`src/rtl/cms_pkg.sv`:
```
package cms_pkg;
  typedef enum logic [2:0] {
    ST_LOAD, ST_P1, ST_P2, ST_P3, ST_CNT, ST_DEC, ST_OUT
  } cms_state_t;

  localparam logic [2:0] GSEL_W1   = 3'd0;
  localparam logic [2:0] GSEL_W2   = 3'd1;
  localparam logic [2:0] GSEL_W3   = 3'd2;
  localparam logic [2:0] GSEL_THR  = 3'd3;
  localparam logic [2:0] GSEL_MINU = 3'd4;
  localparam logic [2:0] GSEL_MAXR = 3'd5;
  localparam logic [2:0] GSEL_BYP  = 3'd6;
endpackage

```
`src/rtl/cms_cfg_regs.sv`:
```
module cms_cfg_regs
  import cms_pkg::*;
#(
  parameter int NCH      = 128,
  parameter int ADC_W    = 6,
  parameter int TH_W     = 6,
  parameter int TH_DEF   = 5,
  parameter int NCM_DEF  = 64,
  parameter int NREC_DEF = 31,
  localparam int CW      = $clog2(NCH),
  localparam int CNT_W   = CW + 1
) (
  input  logic             clk,
  input  logic             rst_n,
  input  logic             cfg_we,
  input  logic [CW:0]      cfg_addr,
  input  logic [7:0]       cfg_wdata,
  input  logic [CW-1:0]    rd_idx,
  output logic [ADC_W-1:0] ped_o,
  output logic             kill_o,
  output logic [TH_W-1:0]  w1_o,
  output logic [TH_W-1:0]  w2_o,
  output logic [TH_W-1:0]  w3_o,
  output logic [TH_W-1:0]  thr_o,
  output logic [CNT_W-1:0] min_used_o,
  output logic [CNT_W-1:0] max_rec_o,
  output logic             bypass_o
);
  logic [ADC_W-1:0] ped_q [NCH];
  logic [NCH-1:0]   kill_q;

  always_ff @(posedge clk or negedge rst_n) begin
    if (!rst_n) begin
      for (int i = 0; i < NCH; i++) ped_q[i] <= '0;
      kill_q     <= '0;
      w1_o       <= TH_W'(TH_DEF);
      w2_o       <= TH_W'(TH_DEF);
      w3_o       <= TH_W'(TH_DEF);
      thr_o      <= TH_W'(TH_DEF);
      min_used_o <= CNT_W'(NCM_DEF);
      max_rec_o  <= CNT_W'(NREC_DEF);
      bypass_o   <= 1'b0;
    end else if (cfg_we) begin
      if (!cfg_addr[CW]) begin
        ped_q[cfg_addr[CW-1:0]]  <= cfg_wdata[ADC_W-1:0];
        kill_q[cfg_addr[CW-1:0]] <= cfg_wdata[7];
      end else begin
        case (cfg_addr[2:0])
          GSEL_W1:   w1_o       <= cfg_wdata[TH_W-1:0];
          GSEL_W2:   w2_o       <= cfg_wdata[TH_W-1:0];
          GSEL_W3:   w3_o       <= cfg_wdata[TH_W-1:0];
          GSEL_THR:  thr_o      <= cfg_wdata[TH_W-1:0];
          GSEL_MINU: min_used_o <= cfg_wdata[CNT_W-1:0];
          GSEL_MAXR: max_rec_o  <= cfg_wdata[CNT_W-1:0];
          GSEL_BYP:  bypass_o   <= cfg_wdata[0];
          default: ;
        endcase
      end
    end
  end

  assign ped_o  = ped_q[rd_idx];
  assign kill_o = kill_q[rd_idx];
endmodule

```
`src/rtl/cms_sample_ram.sv`:
```
module cms_sample_ram #(
  parameter int NCH = 128,
  parameter int VW  = 7,
  localparam int CW = $clog2(NCH)
) (
  input  logic                 clk,
  input  logic                 we,
  input  logic [CW-1:0]        waddr,
  input  logic signed [VW-1:0] wdata,
  input  logic [CW-1:0]        raddr,
  output logic signed [VW-1:0] rdata
);
  logic signed [VW-1:0] mem [NCH];

  always_ff @(posedge clk) begin
    if (we) mem[waddr] <= wdata;
  end

  assign rdata = mem[raddr];
endmodule

```
`src/rtl/cms_pass_engine.sv`:
```
module cms_pass_engine
  import cms_pkg::*;
#(
  parameter int NCH  = 128,
  parameter int VW   = 7,
  parameter int TH_W = 6,
  localparam int SHIFT = $clog2(NCH),
  localparam int CNT_W = SHIFT + 1,
  localparam int CMW   = VW + 1,
  localparam int XW    = VW + 3,
  localparam int SW    = VW + SHIFT + 1
) (
  input  logic                  clk,
  input  logic                  rst_n,
  input  cms_state_t            st,
  input  logic                  last,
  input  logic signed [VW-1:0]  v,
  input  logic                  kill,
  input  logic [TH_W-1:0]       w1,
  input  logic [TH_W-1:0]       w2,
  input  logic [TH_W-1:0]       w3,
  input  logic [TH_W-1:0]       thr,
  output logic signed [CMW-1:0] cm_est,
  output logic [CNT_W-1:0]      n3,
  output logic [CNT_W-1:0]      nsig,
  output logic [CNT_W-1:0]      nrec
);
  localparam logic signed [SW-1:0] HALF = SW'(1 << (SHIFT - 1));

  logic signed [XW-1:0] vx, cmx, diff, adist, tw1, tw2, tw3, tthr;
  logic signed [SW-1:0] sum_q, sum_nx, addend;
  logic take, is_sig, is_rec;

  assign vx    = {{(XW-VW){v[VW-1]}}, v};
  assign cmx   = {{(XW-CMW){cm_est[CMW-1]}}, cm_est};
  assign tw1   = {{(XW-TH_W){1'b0}}, w1};
  assign tw2   = {{(XW-TH_W){1'b0}}, w2};
  assign tw3   = {{(XW-TH_W){1'b0}}, w3};
  assign tthr  = {{(XW-TH_W){1'b0}}, thr};
  assign diff  = vx - cmx;
  assign adist = diff[XW-1] ? -diff : diff;

  // Window selection for the three refinement passes
  always_comb begin
    case (st)
      ST_P1:   take = !kill && (vx > -tw1) && (vx < (tw1 <<< 1));
      ST_P2:   take = !kill && (adist < tw2);
      ST_P3:   take = !kill && (adist < tw3);
      default: take = 1'b0;
    endcase
  end

  assign is_sig = !kill && (vx > tthr);
  assign is_rec = !kill && (vx <= tthr) && (diff > tthr);
  assign addend = take ? {{(SW-VW){v[VW-1]}}, v} : '0;
  assign sum_nx = sum_q + addend;

  always_ff @(posedge clk or negedge rst_n) begin
    if (!rst_n) begin
      sum_q  <= '0;
      cm_est <= '0;
      n3     <= '0;
      nsig   <= '0;
      nrec   <= '0;
    end else begin
      case (st)
        ST_LOAD: begin
          sum_q <= '0;
          n3    <= '0;
          nsig  <= '0;
          nrec  <= '0;
        end
        ST_P1, ST_P2, ST_P3: begin
          sum_q <= last ? '0 : sum_nx;
          if (last) cm_est <= CMW'((sum_nx + HALF) >>> SHIFT);
          if (st == ST_P3 && take) n3 <= n3 + CNT_W'(1);
        end
        ST_CNT: begin
          if (is_sig) nsig <= nsig + CNT_W'(1);
          if (is_rec) nrec <= nrec + CNT_W'(1);
        end
        default: ;
      endcase
    end
  end

  AST_COUNT_BOUND: assert property (@(posedge clk) disable iff (!rst_n)
    (n3 <= CNT_W'(NCH)) && (nsig <= CNT_W'(NCH)) && (nrec <= CNT_W'(NCH)));
  AST_KILLED_NOT_SUMMED: assert property (@(posedge clk) disable iff (!rst_n)
    (kill && (st == ST_P1 || st == ST_P2 || st == ST_P3) && !last) |=> $stable(sum_q));
endmodule

```
`src/rtl/cms_suppressor.sv`:
```
module cms_suppressor
  import cms_pkg::*;
#(
  parameter int NCH      = 128,
  parameter int ADC_W    = 6,
  parameter int TH_W     = 6,
  parameter int TH_DEF   = 5,
  parameter int NCM_DEF  = 64,
  parameter int NREC_DEF = 31
) (
  input  logic                    clk,
  input  logic                    rst_n,
  input  logic                    cfg_we,
  input  logic [$clog2(NCH):0]    cfg_addr,
  input  logic [7:0]              cfg_wdata,
  input  logic                    s_valid,
  output logic                    s_ready,
  input  logic [ADC_W-1:0]        s_adc,
  output logic                    m_valid,
  input  logic                    m_ready,
  output logic [ADC_W+1:0]        m_data,
  output logic                    m_last,
  output logic [ADC_W+1:0]        cm_value,
  output logic [$clog2(NCH):0]    n3_count,
  output logic [$clog2(NCH):0]    nsig_count,
  output logic [$clog2(NCH):0]    nrec_count,
  output logic                    done
);
  localparam int CW    = $clog2(NCH);
  localparam int CNT_W = CW + 1;
  localparam int VW    = ADC_W + 1;
  localparam int OW    = VW + 1;

  cms_state_t st_q;
  logic [CW-1:0] idx_q;
  logic last_idx;

  logic [ADC_W-1:0] ped;
  logic kill;
  logic [TH_W-1:0] w1, w2, w3, thr;
  logic [CNT_W-1:0] min_used, max_rec;
  logic bypass;

  logic signed [VW-1:0] v_in, v_rd;
  logic signed [OW-1:0] v_wide, cm_eng, cm_q;
  logic [CNT_W-1:0] n3_eng, nsig_eng, nrec_eng;
  logic apply;

  assign last_idx = (idx_q == CW'(NCH - 1));

  cms_cfg_regs #(
    .NCH(NCH), .ADC_W(ADC_W), .TH_W(TH_W), .TH_DEF(TH_DEF),
    .NCM_DEF(NCM_DEF), .NREC_DEF(NREC_DEF)
  ) u_cfg (
    .clk(clk), .rst_n(rst_n), .cfg_we(cfg_we), .cfg_addr(cfg_addr),
    .cfg_wdata(cfg_wdata), .rd_idx(idx_q), .ped_o(ped), .kill_o(kill),
    .w1_o(w1), .w2_o(w2), .w3_o(w3), .thr_o(thr),
    .min_used_o(min_used), .max_rec_o(max_rec), .bypass_o(bypass)
  );

  assign v_in = $signed({1'b0, s_adc}) - $signed({1'b0, ped});

  cms_sample_ram #(.NCH(NCH), .VW(VW)) u_ram (
    .clk(clk), .we(st_q == ST_LOAD && s_valid), .waddr(idx_q),
    .wdata(v_in), .raddr(idx_q), .rdata(v_rd)
  );

  cms_pass_engine #(.NCH(NCH), .VW(VW), .TH_W(TH_W)) u_eng (
    .clk(clk), .rst_n(rst_n), .st(st_q), .last(last_idx), .v(v_rd),
    .kill(kill), .w1(w1), .w2(w2), .w3(w3), .thr(thr),
    .cm_est(cm_eng), .n3(n3_eng), .nsig(nsig_eng), .nrec(nrec_eng)
  );

  // Trust decision: enough quiet channels, not too many recovered hits
  assign apply = !bypass && (n3_eng >= min_used) && (nrec_eng <= max_rec);

  always_ff @(posedge clk or negedge rst_n) begin
    if (!rst_n) begin
      st_q       <= ST_LOAD;
      idx_q      <= '0;
      cm_q       <= '0;
      n3_count   <= '0;
      nsig_count <= '0;
      nrec_count <= '0;
      done       <= 1'b0;
    end else begin
      done <= 1'b0;
      case (st_q)
        ST_LOAD: if (s_valid) begin
          idx_q <= idx_q + CW'(1);
          if (last_idx) st_q <= ST_P1;
        end
        ST_P1, ST_P2, ST_P3, ST_CNT: begin
          idx_q <= idx_q + CW'(1);
          if (last_idx) st_q <= cms_state_t'(st_q + 3'd1);
        end
        ST_DEC: begin
          cm_q       <= apply ? cm_eng : '0;
          n3_count   <= n3_eng;
          nsig_count <= nsig_eng;
          nrec_count <= nrec_eng;
          done       <= 1'b1;
          st_q       <= ST_OUT;
        end
        ST_OUT: if (m_ready) begin
          idx_q <= idx_q + CW'(1);
          if (last_idx) st_q <= ST_LOAD;
        end
        default: st_q <= ST_LOAD;
      endcase
    end
  end

  assign v_wide   = {v_rd[VW-1], v_rd};
  assign s_ready  = (st_q == ST_LOAD);
  assign m_valid  = (st_q == ST_OUT);
  assign m_last   = m_valid && last_idx;
  assign m_data   = kill ? '0 : (v_wide - cm_q);
  assign cm_value = cm_q;

  AST_ONE_SIDE_OPEN: assert property (@(posedge clk) disable iff (!rst_n)
    !(s_ready && m_valid));
  AST_OUT_STALL_HOLD: assert property (@(posedge clk) disable iff (!rst_n)
    (m_valid && !m_ready) |=> (m_valid && $stable(m_data) && $stable(m_last)));
  AST_DONE_ONE_CYCLE: assert property (@(posedge clk) disable iff (!rst_n)
    done |=> !done);
  AST_DONE_WITH_DATA: assert property (@(posedge clk) disable iff (!rst_n)
    done |-> m_valid);
  AST_VETO_FEW_USED: assert property (@(posedge clk) disable iff (!rst_n)
    (done && (n3_count < min_used)) |-> (cm_value == '0));
  AST_VETO_MANY_REC: assert property (@(posedge clk) disable iff (!rst_n)
    (done && (nrec_count > max_rec)) |-> (cm_value == '0));
  AST_BYPASS_ZERO: assert property (@(posedge clk) disable iff (!rst_n)
    (done && bypass) |-> (cm_value == '0));
endmodule

```
`config.mk`:
```
export PLATFORM = sky130hd
export DESIGN_NAME = cms_suppressor
export DESIGN_NICKNAME = d
export VERILOG_FILES = /design/src/rtl/cms_pkg.sv /design/src/rtl/cms_cfg_regs.sv /design/src/rtl/cms_sample_ram.sv /design/src/rtl/cms_pass_engine.sv /design/src/rtl/cms_suppressor.sv
export SDC_FILE = /design/constraint.sdc
export NUM_CORES = 2
export LEC_CHECK = 0
export BUFFER_PORTS_ARGS = -buffer_cell sky130_fd_sc_hd__buf_2
export CELL_PAD_IN_SITES_DETAIL_PLACEMENT = 2
export CELL_PAD_IN_SITES_GLOBAL_PLACEMENT = 2
export CORE_ASPECT_RATIO = 0.5
export CORE_UTILIZATION = 42
export CTS_CLUSTER_DIAMETER = 150
export DETAILED_ROUTE_END_ITERATION = 8
export GPL_ROUTABILITY_DRIVEN = 0
export PLACE_DENSITY_LB_ADDON = 0.3
export SYNTH_ARGS = -nofsm -noshare
export SYNTH_HDL_FRONTEND = slang
export SYNTH_SLANG_ARGS = --single-unit
```
`constraint.sdc`:
```
create_clock -name clk -period 8.2 [get_ports clk]
set_clock_uncertainty 0.2 [all_clocks]
set_input_delay 1.23 -clock clk [delete_from_list [all_inputs] [get_ports clk]]
set_output_delay 1.23 -clock clk [all_outputs]
set_load 0.01 [all_outputs]
```
---- Word-level counts from Yosys, hierarchy flattened ----
Memories as Yosys holds them, arrays and structs flattened.
Cells that the tools add are included.
storage, ports and cells
  logic and storage cells ................. 273
  memories kept ........................... 1
  RAM bits ................................ 896
  register bits after elaboration ......... 1027
memories
  memory     words  bits a word  read ports  clocked after memory_dff  write ports  RTL line              RTL
  u_ram.mem  128    7            1           0                         1            cms_sample_ram.sv:13  logic signed [VW-1:0] mem [NCH];
operators by class
  add/sub/neg operators ................... 12
  equality and inequality tests ........... 21
  reductions and logical operators ........ 37
  bitwise logic cells ..................... 3
  mux-type cells .......................... 36
  magnitude comparators ................... 15
operators by type and width
  operator                 count
  $bwmux W768              1
  $bwmux W128              1
  $pmux W8 S2              3
  $bmux W6 S7              1
  $demux W6 S7             1
  $mux W8                  5
  $mux W15                 2
  $pmux W15 S2             1
  $add A8 B1 Y8 const B    3
  $reduce_and A3 Y1        8
  $pmux W7 S3              1
  $lt A10 B7 Y1            2
  $eq A3 B3 Y1 const B     6
  $mux W6                  3
  $ge A8 B8 Y1 const B     2
  $lt A7 B8 Y1 const B     2
  $not A7 Y8               2
  $add A15 B15 Y15         1
  $add A15 B8 Y15 const B  1
  $mux W3                  5
  $logic_and A1 B1 Y1      14
  $mux W7                  2
  $eq A3 B2 Y1 const B     4
  $ne A2 B1 Y1 const B     6
  34 further kinds         47

---- Depth between registers and ports, before layout ----
An unclocked memory read counts as a cell.
  depth after elaboration ................. 11
  depth in mapped cells ................... 46
  gate-level depth less buffers ........... 39

---- Cells and area by module ----
From an unflattened synthesis, not the netlist that was laid out.
unflattened totals
  cell total of the unflattened synthesis .. 4817
  area total of the unflattened synthesis .. 84436.0 um^2
by module, submodules not included
  module           cells each  instances  area an instance (um^2)
  cms_cfg_regs     2570        1          42343.1
  cms_sample_ram   1446        1          34667.0
  cms_pass_engine  521         1          4594.4
  cms_suppressor   280         1          2831.5

---- Worst setup path before layout ----
No wires, ideal clock.
  path type ............................... reg-to-reg
  from .................................... register idx_q[1]
  to ...................................... register u_eng.cm_est[7]
  stages on the path, launching flop included .. 41
  arrival time ............................ 8.799 ns
  setup time .............................. 0.083 ns
  path slack .............................. -0.882 ns
  cell sequence ........................... dfrtp_1 > buf_6 > clkbuf_1 > clkbuf_1 > buf_2 > nor3_1 > buf_2 > buf_2 > buf_1 > buf_2 > a22oi_1 > a31oi_1 > nor4_1 > nand3_1 > a31oi_1 > ha_1 > fa_1 > nand3b_1 > [... 5 more ...] > ha_1 > a21o_1 > a31oi_1 > o21ai_0 > o22ai_1 > nor4b_1 > a41oi_1 > a211oi_1 > ha_1 > or2_2 > a21o_1 > o21ai_0 > o211ai_1 > a2111oi_0 > nor3_1 > xor2_1 > xor3_1 > o21ai_0
between the ends
  cells in the longest elaborated chain, start to end .. 10
ends and longest elaborated chain
  what                                    RTL line                                      RTL
  from (decl)                             cms_suppressor.sv:35                          logic [CW-1:0] idx_q;
  from (signal assigned)                  cms_suppressor.sv:90                          idx_q <= idx_q + CW'(1);
  from (signal assigned)                  cms_suppressor.sv:94                          idx_q <= idx_q + CW'(1);
  from (signal assigned)                  cms_suppressor.sv:106                         idx_q <= idx_q + CW'(1);
  $mem_v2 Z128 W7                         --
  $sub A7 B8 Y9                           cms_pass_engine.sv:40                         assign diff = vx - cmx;
  $neg A10 Y10                            cms_pass_engine.sv:41                         assign adist = diff[XW-1] ? -diff : diff;
  $mux W10                                cms_pass_engine.sv:41
  $lt A10 B7 Y1 (on tied branches)        cms_pass_engine.sv:48, cms_pass_engine.sv:47
  $logic_and A1 B1 Y1 (on tied branches)  cms_pass_engine.sv:48, cms_pass_engine.sv:47
  $pmux W1 S3                             cms_pass_engine.sv:45                         case (st)
  $mux W15                                cms_pass_engine.sv:55                         assign addend = take ? {{(SW-VW){v[VW-1]}}, v} : '0;
  $add A15 B15 Y15                        cms_pass_engine.sv:56                         assign sum_nx = sum_q + addend;
  $add A15 B8 Y15                         cms_pass_engine.sv:75                         if (last) cm_est <= CMW'((sum_nx + HALF) >>> SHIFT);
  to (signal assigned)                    cms_pass_engine.sv:75
  to (decl)                               cms_pass_engine.sv:23                         output logic signed [CMW-1:0] cm_est,
Several ways; a longest one is shown, not always the timed one. The select of a mux whose other input is x is not followed.
A chain may end at the register's enable or synchronous reset.

---- Final worst setup path ----
  from .................................... register idx_q[2]
  to ...................................... register u_eng.cm_est[5]
The elaborated chain is that of the path after synthesis.

==> impl_metrics.csv <==
group,metric,value,unit
power,peakVddDrop,0.000661,V
sta,post-route-period-util,1.30,
floorplanning,die_w,626,um
flow_run,max_cap_violations,2,
synthesis,synth_top_flop_cell,"dfrtp_1",
global_route,gr-usage-met1,0.469,
sta,max_freq,93.7,MHz
sta,setup-tns-final,-47.56,ns
sta,setup_slack,-2.47,ns
clock_tree,path_clk_slew,0.07,ns
power,finalPower,0.0420,W
detailed_routing,firstDrtPassIters,9,
detailed_routing,ant_nets,0,
detailed_routing,first_iter_violations,9036,
synthesis,synth.cell_area,81800,sq um
worst_setup_path,crit_path_frequent_cell,"buf_4",
clock_tree,ctsLongestPathBuffers,4,
floorplanning,core_area,193000,sq um
floorplanning,start_util,0.423,
global_route,met3_usage,0.114,
cells_and_area,fillers,17500,
hold_path,hp-class,"in -> async",
synthesis,ys_seq_area_frac,0.644,
sta,report.final.hold_viol_count,0,
detailed_routing,wl_per_cell,45.2,um
synthesis,synthCells,5654,
detailed_routing,via_per_inst,7.14,
synthesis,syn-num-nets,5785,
worst_setup_path,path_class,"reg -> reg",
clock_tree,cts_htree_levels,4,
clock_tree,cts_sinks,1923,
synthesis,ys_ff_latch,1923,
placed_design,dpl.hpwl,221,mm
cells_and_area,final_nets,6267,
sta,fin_crit,10.67,ns
cells_and_area,final_area,97200,sq um
floorplanning,die-area,197000,sq um
floorplanning,rows,114,
global_route,grt_pass1_wl,534,mm
placed_design,dpl-instance-area,88600,sq um
power,power.density,432,nW/um^2
worst_setup_path,critPathSlowestCell,"a311oi_1",
cells_and_area,regArea,52600,sq um
sta,setup-violations-final,37,
worst_setup_path,cp.required,8.76,ns
cells_and_area,syn_to_final_growth,18.8,%
power,p_leak,39.5,nW
worst_setup_path,worst-path-buf-inv,9,
floorplanning,die-height,314,um
status,outcome,"finished, violations left",
worst_setup_path,crit_family,"compound AO/OA/AOI/OAI gates",
synthesis,yosys_warnings,0,
clock_tree,clockRootBuffer,"clkbuf_16",
placed_design,port_buffers,70,
worst_setup_path,critPathArrivalTime,11.23,ns
cells_and_area,layout-drive-gt1-share,0.354,
worst_setup_path,worstSetupStartpointType,"register",
status,violations,"design-rule violations, max-capacitance violations, max-slew violations, negative setup slack",
detailed_routing,vias,63600,
sta,tightest_slew,2.11,ns
placed_design,dp_slack,-1.77,ns
sta,timing.slew.headroom,-0.415,
floorplanning,io_pins,71,
global_route,gr-total-overflow,0,
synthesis,ys_types,86,
global_route,first_global_vias,65800,
clock_tree,worstSkewPairLatency,0.92,ns
cells_and_area,multi_input_area,29000,sq um
detailed_routing,route.detailed.drc,3,
clock_tree,cts_tree,"yes",
global_route,grt_use_total,0.383,
global_route,grt_max_degree,163,
global_route,met2_usage,0.599,
sta,grt_setup_unrepaired,"true",
global_route,grt_antenna_before_repair,53,
synthesis,synth-edff-count,896,
sta,slew_viol_final,10,
worst_setup_path,critPathCaptureType,"register",
cells_and_area,utilization,0.503,
detailed_routing,wirelength,403,mm
global_route,busiest_layer,"met2",
worst_setup_path,crit_fanout,17,
synthesis,syn_area_per_cell,14.5,sq um
worst_setup_path,cp_slowest_stage_delay,1.62,ns
synthesis,ys_async_sr_fraction,0.534,
clock_tree,numCtsBuffers,187,
layer usage:
layer / up-vias / wire, um
li1: 22900 / -
met4: 48 / 32900
met5: - / 357
met2: 5409 / 179000
met1: 33400 / 142000
met3: 1931 / 49100
Yosys cell counts (6+ instances only):
cell type | number | area share
dfstp_2 | 14 | 0.0045
o22ai_1 | 13 | 0.00099
a2111oi_0 | 7 | 0.00075
buf_6 | 8 | 0.0011
a21oi_1 | 63 | 0.0039
mux2i_1 | 42 | 0.0051
o311ai_0 | 6 | 0.00064
edfxtp_1 | 896 | 0.33
mux2_2 | 969 | 0.13
or4_1 | 15 | 0.0014
nand3_1 | 60 | 0.0037
nand2_1 | 222 | 0.010
o31ai_1 | 6 | 0.00055
nor2b_1 | 39 | 0.0030
a221oi_1 | 177 | 0.019
inv_1 | 88 | 0.0040
dfrtp_1 | 1013 | 0.31
or3_1 | 6 | 0.00046
xnor2_1 | 29 | 0.0031
nand2b_1 | 18 | 0.0014
a22oi_1 | 429 | 0.039
nor2_1 | 276 | 0.013
o21a_1 | 11 | 0.0010
a41oi_1 | 6 | 0.00064
o211ai_1 | 12 | 0.0011
ha_1 | 100 | 0.015
buf_1 | 54 | 0.0025
mux4_2 | 42 | 0.012
a31oi_1 | 126 | 0.0096
clkbuf_1 | 255 | 0.012
nand3b_1 | 6 | 0.00055
a21o_1 | 23 | 0.0021
nand4_1 | 63 | 0.0048
xor2_1 | 21 | 0.0022
o21ai_0 | 107 | 0.0066
and3_1 | 14 | 0.0011
a211oi_1 | 7 | 0.00064
nor4_1 | 18 | 0.0014
buf_2 | 65 | 0.0040
a221o_1 | 13 | 0.0016
nor3_1 | 41 | 0.0025
a22o_1 | 162 | 0.017
and2_1 | 11 | 0.00084
repair_timing:
item,in CTS,in global routing
hold buffers,0,0
buffers inserted,68,29
gates resized for setup,283,60
endpoints found under the setup margin,28,22
gates cloned,4,0
pin swaps,98,61
sequential cells by signal, indices dropped and copies added (netlist names), 3 cells and up:
name and count:
cm_value 8, idx_q 7, n3_count 8, nrec_count 8, nsig_count 8, st_q 3
u_cfg.kill_q 128, u_cfg.max_rec_o 8, u_cfg.min_used_o 8, u_cfg.ped_q 768, u_cfg.thr_o 6, u_cfg.w1_o 6
u_cfg.w2_o 6, u_cfg.w3_o 6, u_eng.cm_est 8, u_eng.n3 8, u_eng.nrec 8, u_eng.nsig 8
u_eng.sum_q 15, u_ram.mem 896
worst reg2reg max path: cells and delay by family (launching register included):
family	cells	cell delay (ns)
mux	1	0.21
compound gates	12	4.24
xor+xnor	3	0.76
simple gates	11	2.01
buf+inv	9	1.75
flops	1	0.51
fa+ha+maj	3	0.86
stage by stage:
stage               hold WS (ns)  instances
floorplan                  0.248       5654
global placement           0.264       8470
global route               0.145       8890
detailed placement         0.280       8470
CTS                        0.134       8866
finish                    0.0784       8917
final timing paths:
check | from | endpoint | slack, ns | cells past startpoint
max | idx_q[2]$_DFFE_PN0P_ | u_eng.cm_est[5]$_DFFE_PN0P_ | -2.47 | 39
min | rst_n | u_eng.nsig[1]$_DFFE_PN0P_ | 0.08 | 1
max reg2reg | idx_q[2]$_DFFE_PN0P_ | u_eng.cm_est[5]$_DFFE_PN0P_ | -2.47 | 39
min reg2reg | nrec_count[0]$_DFFE_PN0P_ | nrec_count[0]$_DFFE_PN0P_ | 0.29 | 2
max in group asynchronous | rst_n | u_cfg.ped_q[197]$_DFFE_PN0P_ | 5.40 | 3
min in group clk | nrec_count[0]$_DFFE_PN0P_ | nrec_count[0]$_DFFE_PN0P_ | 0.29 | 2
layout make-up:
cell class,instances,area share
diodes,29,0.000747
multi-input cells,3250,0.298
repair buffers,681,0.0616
flip-flops and latches,1923,0.542
inverters,93,0.00371
clock buffers,259,0.0532
clock inverters,72,0.00733
well taps,2610,0.0336
placed cells by master, fill, tap and decap left out, types with 62 or more instances in the layout:
| cell type | instances |
|---|---|
| a221oi_1 | 134 |
| a22o_1 | 161 |
| a22oi_1 | 410 |
| a31oi_1 | 104 |
| buf_2 | 62 |
| buf_4 | 513 |
| clkbuf_16 | 189 |
| dfrtp_1 | 1008 |
| edfxtp_1 | 896 |
| ha_1 | 85 |
| inv_1 | 82 |
| mux2_2 | 968 |
| nand2_1 | 217 |
| nand4_1 | 63 |
| nor2_1 | 268 |
| o21ai_0 | 87 |
power breakdown:
part / total [W] / internal [W] / switching, W
combinational: 0.0206 / 0.00705 / 0.0135
sequential: 0.0121 / 0.0118 / 0.000321
clock: 0.00933 / 0.00483 / 0.00449
total: 0.0420 / 0.0236 / 0.0183
logic make-up (layout without fill, tap and decap cells):
logic type,count (synthesis),in the layout,share of synthesized area
AOI/OAI and AO/OA,1211,1211,0.111
xor gates and xnor gates,51,51,0.00565
adders and majority gates,104,104,0.0163
buffers and inverters,482,1105,0.0244
DFF,1923,1923,0.644
muxes,1060,1060,0.152
other,0,29,0
and+or+nand+nor,823,824,0.0475
Note: power is estimated with default switching activity, not from simulation.
